<file path="config.mk">
export PLATFORM = sky130hd
export DESIGN_NAME = dual_angle_latch
export DESIGN_NICKNAME = d
export VERILOG_FILES = /design/src/rtl/dual_angle_pkg.sv /design/src/rtl/en_resolve.sv /design/src/rtl/chan_rank.sv /design/src/rtl/gain_decode.sv /design/src/rtl/dual_angle_latch.sv
export SDC_FILE = /design/constraint.sdc
export NUM_CORES = 1
export LEC_CHECK = 0
export BUFFER_PORTS_ARGS = -buffer_cell sky130_fd_sc_hd__buf_2
export CORE_MARGIN = 2
export CORE_UTILIZATION = 40
export CTS_BUF_LIST = sky130_fd_sc_hd__clkbuf_2
export DETAILED_ROUTE_END_ITERATION = 6
export PLACE_DENSITY = 0.68
export SYNTH_ARGS = -nofsm -noshare
export SYNTH_HDL_FRONTEND = slang
export SYNTH_HIERARCHICAL = 1
export SYNTH_SLANG_ARGS = --single-unit
</file>
<file path="constraint.sdc">
create_clock -name clk -period 0.8 [get_ports clk]
set_input_delay 0 -clock clk [delete_from_list [all_inputs] [get_ports clk]]
set_output_delay 0 -clock clk [all_outputs]
set_load 0.01 [all_outputs]
</file>
<file path="src/rtl/dual_angle_pkg.sv">
package dual_angle_pkg;
    localparam int NUM_CH  = 2;
    localparam int ANGLE_W = 16;
    localparam int BYTE_W  = ANGLE_W / 2;
    localparam int GAIN_W  = 2;

    typedef enum logic [GAIN_W-1:0] {
        GAIN_HALF   = 2'd0,
        GAIN_UNITY  = 2'd1,
        GAIN_DOUBLE = 2'd2
    } gain_code_e;
endpackage

</file>
<file path="src/rtl/en_resolve.sv">
// Turns raw enables plus "driven" qualifiers into effective enables:
// an undriven enable is treated as asserted.
module en_resolve #(
    parameter int N = 6
) (
    input  logic [N-1:0] en_raw,
    input  logic [N-1:0] en_drv,
    output logic [N-1:0] en_eff
);
    for (genvar i = 0; i < N; i++) begin : g_bit
        always_comb en_eff[i] = en_raw[i] | ~en_drv[i];
    end
endmodule

</file>
<file path="src/rtl/chan_rank.sv">
// One channel: split first rank (upper/lower byte) and a second-rank
// holding register, each a clock-sampled level-transparent register.
module chan_rank #(
    parameter int WORD_W = 16,
    localparam int HALF_W = WORD_W / 2
) (
    input  logic              clk,
    input  logic              rst,
    input  logic [WORD_W-1:0] bus_in,
    input  logic              hi_eff,
    input  logic              lo_eff,
    input  logic              ld_eff,
    output logic [HALF_W-1:0] hi_byte,
    output logic [HALF_W-1:0] lo_byte,
    output logic [WORD_W-1:0] hold_word
);
    typedef struct packed {
        logic [HALF_W-1:0] hi;
        logic [HALF_W-1:0] lo;
        logic [WORD_W-1:0] hold;
    } rank_state_t;

    rank_state_t st_d, st_q;

    always_comb begin
        st_d = st_q;
        if (hi_eff) begin
            st_d.hi = bus_in[WORD_W-1:HALF_W];
        end
        if (lo_eff) begin
            st_d.lo = bus_in[HALF_W-1:0];
        end
        if (ld_eff) begin
            // second rank sees the first rank as it was before this edge
            st_d.hold = {st_q.hi, st_q.lo};
        end
        if (rst) begin
            st_d = '0;
        end
    end

    always_ff @(posedge clk) begin
        st_q <= st_d;
    end

    assign hi_byte   = st_q.hi;
    assign lo_byte   = st_q.lo;
    assign hold_word = st_q.hold;
endmodule

</file>
<file path="src/rtl/gain_decode.sv">
// Decodes two grounded/open gain pins into a gain code.
module gain_decode
    import dual_angle_pkg::*;
(
    input  logic              g1_gnd,
    input  logic              g2_gnd,
    output logic [GAIN_W-1:0] code,
    output logic              bad
);
    gain_code_e code_d;

    always_comb begin
        bad    = 1'b0;
        code_d = GAIN_UNITY;
        unique case ({g1_gnd, g2_gnd})
            2'b10:   code_d = GAIN_HALF;
            2'b00:   code_d = GAIN_UNITY;
            2'b01:   code_d = GAIN_DOUBLE;
            default: begin
                code_d = GAIN_UNITY;
                bad    = 1'b1;
            end
        endcase
    end

    assign code = code_d;
endmodule

</file>
<file path="src/rtl/dual_angle_latch.sv">
module dual_angle_latch
    import dual_angle_pkg::*;
(
    input  logic               clk,
    input  logic               rst,
    input  logic [ANGLE_W-1:0] bus_data,
    input  logic [NUM_CH-1:0]  hi_en,
    input  logic [NUM_CH-1:0]  hi_en_drv,
    input  logic [NUM_CH-1:0]  lo_en,
    input  logic [NUM_CH-1:0]  lo_en_drv,
    input  logic [NUM_CH-1:0]  ld_en,
    input  logic [NUM_CH-1:0]  ld_en_drv,
    input  logic [NUM_CH-1:0]  gc1_gnd,
    input  logic [NUM_CH-1:0]  gc2_gnd,
    output logic [ANGLE_W-1:0] angle_a,
    output logic [ANGLE_W-1:0] angle_b,
    output logic [GAIN_W-1:0]  gain_a,
    output logic [GAIN_W-1:0]  gain_b,
    output logic               gain_bad_a,
    output logic               gain_bad_b
);
    localparam int EN_N = 3 * NUM_CH;

    logic [EN_N-1:0] en_eff;
    logic [NUM_CH-1:0][BYTE_W-1:0]  r1_hi;
    logic [NUM_CH-1:0][BYTE_W-1:0]  r1_lo;
    logic [NUM_CH-1:0][ANGLE_W-1:0] r2_q;
    logic [NUM_CH-1:0][GAIN_W-1:0]  gain_code;
    logic [NUM_CH-1:0]              gain_bad;

    en_resolve #(.N(EN_N)) u_en (
        .en_raw ({ld_en, lo_en, hi_en}),
        .en_drv ({ld_en_drv, lo_en_drv, hi_en_drv}),
        .en_eff (en_eff)
    );

    for (genvar c = 0; c < NUM_CH; c++) begin : g_ch
        chan_rank #(.WORD_W(ANGLE_W)) u_rank (
            .clk       (clk),
            .rst       (rst),
            .bus_in    (bus_data),
            .hi_eff    (en_eff[c]),
            .lo_eff    (en_eff[NUM_CH + c]),
            .ld_eff    (en_eff[2*NUM_CH + c]),
            .hi_byte   (r1_hi[c]),
            .lo_byte   (r1_lo[c]),
            .hold_word (r2_q[c])
        );

        gain_decode u_gain (
            .g1_gnd (gc1_gnd[c]),
            .g2_gnd (gc2_gnd[c]),
            .code   (gain_code[c]),
            .bad    (gain_bad[c])
        );
    end

    assign angle_a    = r2_q[0];
    assign angle_b    = r2_q[1];
    assign gain_a     = gain_code[0];
    assign gain_b     = gain_code[1];
    assign gain_bad_a = gain_bad[0];
    assign gain_bad_b = gain_bad[1];
endmodule

</file>
==> metrics.md <==
| Metric | Value |
|---|---|
| Status | complete, but fails checks |
| Failing checks | setup timing |
| Setup crit end kind | primary output |
| Yosys top cell area share | 0.538 |
| Critical path buffer and inverter count | 1 |
| Routability cong. | between 0.7 and 0.8 |
| Post-Route WL | 4900 µm |
| Leak | roughly 0.0018 µW |
| Sw power | 1470 µW |
| Slew HR | 0.860 |
| WL/cell | about 12 µm |
| Post-Syn Instances | 218 |
| Comb power frac | 0.155 |
| Router iterations before antenna repair | 6 |
| Vias | 1744 |
| Sw frac | 0.255 |
| Global route total overflow | 0 |
| Pre-CTS WS | 0.0382 ns |
| Setup TNS | -3.15 ns |
| Register area share after synthesis | 0.538 |
| GRT Overall Usage | 0.156 |
| Die Wd | 81.1 µm |
| Max Cap Viol | 0 |
| Worst Path Class, Setup | flip-flop to primary output |
| Hpwl dp | about 3200 µm |
| Vias in the first global route | between 1500 and 2000 |
| Clock sinks | between 60 and 70 |
| Crit-path max FO | 2 |
| Int Pwr | 4280 µW |
| DP Area | 2820 µm² |
| Worst-Skew Late Latency | roughly 0.44 ns |
| CP max stage delay | about 0.36 ns |
| Worst-Margin Slew | 0.210 ns |
| Hold slack final | 0.0706 ns |
| Most frequent cells in the layout | 64 x mux2i_1, 64 x nor2_1, 39 x buf_2 |
| CORE AREA | 5850 µm² |
| Syn_area_per_cell | 10.9 µm² |
| Family of cells with the greatest summed delay on the critical path | flip-flops |
| Final Hold Viols | 0 |
| Max Fclk | roughly 1100 MHz |
| Pin count of the biggest net entering global routing | 33 |
| Final setup vio count | 32 |
| Clk network pwr share | 0.236 |
| I/O Pins | 72 |
| Netlist cell types | 10 |
| Port buffer count | around 70 |
| Pwr Density | about 1700 nW/µm² |
| Die ar. | 6580 µm² |
| Antenna-violating nets left | 0 |
| Startpoint Class | flip-flop |
| HP Class | input port to flip-flop |
| FP Rows | 28 |
| RSZ-0062 raised after global routing | yes |
| Final Cell Area | around 3300 µm² |
| CTS tree | built |
| CP cell instances | buf_6 |
| Reg power frac | 0.609 |
| Antenna violations before repair | 0 |
| Die Y | a little over 80 µm |
| Post-DR vias/cell | between 4 and 5 |
| DRC Markers | 0 |
| Yosys Warn Count | 6 |
| Final period util | 1.14 |
| Layout Skew | roughly 0.012 ns |
| Synth top area cells | dfxtp_1 54%, mux2i_1 27%, nor2_1 10% |
| Share of layout cells above drive strength 1 | 0.408 |
| Yosys reg bits | 64 |
| Clock root cell | clkbuf_2 |
| DR iter-0 viols | 89 |
| H-tree Lvls | 3 |
| Post-Synthesis Cell Area | 2380 µm² |
| Final worst slack | -0.111 ns |
| Final #Nets | 355 |
| First-pass GRT wire length | ~7700 µm |
| Worst VDD drop | 0.756 mV |
| Worst EP arrival | 0.91 ns |
| Area Overhead vs Synth | 40.2% |
| Power Total | 5740 µW |
| Synth area leader | dfxtp_1 |
| Initial core utilization | 0.407 |
| Required @ worst endpoint | around 0.8 ns |
| Synth Net Count | 256 |
| Slowest-stage cell, CP | dfxtp_2 |
| Worst-case clock buffer depth | 2 |
| Total CTS buffers | 9 |
| Clk slew on worst S/H paths | 0.16 ns |
| Fin. max-slew vios | 0 |
| Post-layout min period | 0.911 ns |
| N_diodes | 0 |
## Yosys cell counts (all sizes together)
master  count
nand2b      6
mux2i      64
inv         2
nor2       64
buf        14
dfxtp      64
ha          4
## registers in the layout, indices dropped and copies added, names as in the netlist
| name | flops |
|---|---|
| g_ch.u_rank/hold_word | 32 |
| g_ch.u_rank/hi_byte | 16 |
| g_ch.u_rank/lo_byte | 16 |
## routing by layer
layer | vias to the layer above | wire [µm] | track usage
met5 | - | 0 | 0
met4 | 0 | 69 | 0.0763
met3 | 6 | 233 | 0.0456
met2 | 36 | 2230 | 0.236
met1 | 790 | 2370 | 0.203
li1 | 912 | - | -
## through the flow
step,util,instances
after detailed placement,0.481,358
after global routing,0.570,394
final,0.570,394
after global placement,0.481,358
after CTS,0.565,390
after floorplan,-,218
## timing repair
action | in CTS | in global routing
buffers inserted | 2 | 4
setup endpoints to repair | 32 | 32
hold buffers | 17 | 0
resized for setup | 64 | 0
endpoints found under the hold margin | 64 | 0
pin swaps | 0 | 1
## cell type report
cell class / count / area, µm²
clock buffer: 11 / 55.1
clock inverter: 2 / 10.0
fill: 513 / 2510
inverter: 2 / 7.51
multi-input combinational: 138 / 968
sequential: 64 / 1320
tap: 75 / 93.8
timing repair buffer: 102 / 881
## path summary, 6_finish.rpt
kind | startpoint | end | slack (ns) | depth (start not counted)
worst max register to register | g_ch[1].u_rank/hold_word[9]$_SDFFE_PP0P_ | g_ch[1].u_rank/hold_word[9]$_SDFFE_PP0P_ | 0.04 | 3
worst max-delay path | g_ch[0].u_rank/hold_word[9]$_SDFFE_PP0P_ | angle_a[9] | -0.11 | 1
worst min-delay path | hi_en_drv[1] | g_ch[1].u_rank/hi_byte[5]$_SDFFE_PP0P_ | 0.07 | 5
worst min register to register | g_ch[0].u_rank/hold_word[12]$_SDFFE_PP0P_ | g_ch[0].u_rank/hold_word[12]$_SDFFE_PP0P_ | 0.51 | 2
## power by group through the flow
stage	combinational [µW]	clock, µW	sequential [µW]
3_3_place_gp	703	0	3530
2_1_floorplan	443	0	3540
3_5_place_dp	720	0	3530
4_1_cts	879	1430	3500
6_report	888	1360	3500
5_1_grt	968	1580	3520
## cell families (layout without fill, tap and decap cells)
logic type               after synthesis  count (layout)  share of synthesized area
adder cells (fa/ha/maj)                4               4                     0.0210
buffers and inverters                 16             117                     0.0547
flip-flops                            64              64                      0.538
multiplexers                          64              64                      0.269
AND/OR/NAND/NOR                       70              70                      0.117
Note: power is estimated with default switching activity, not from simulation.
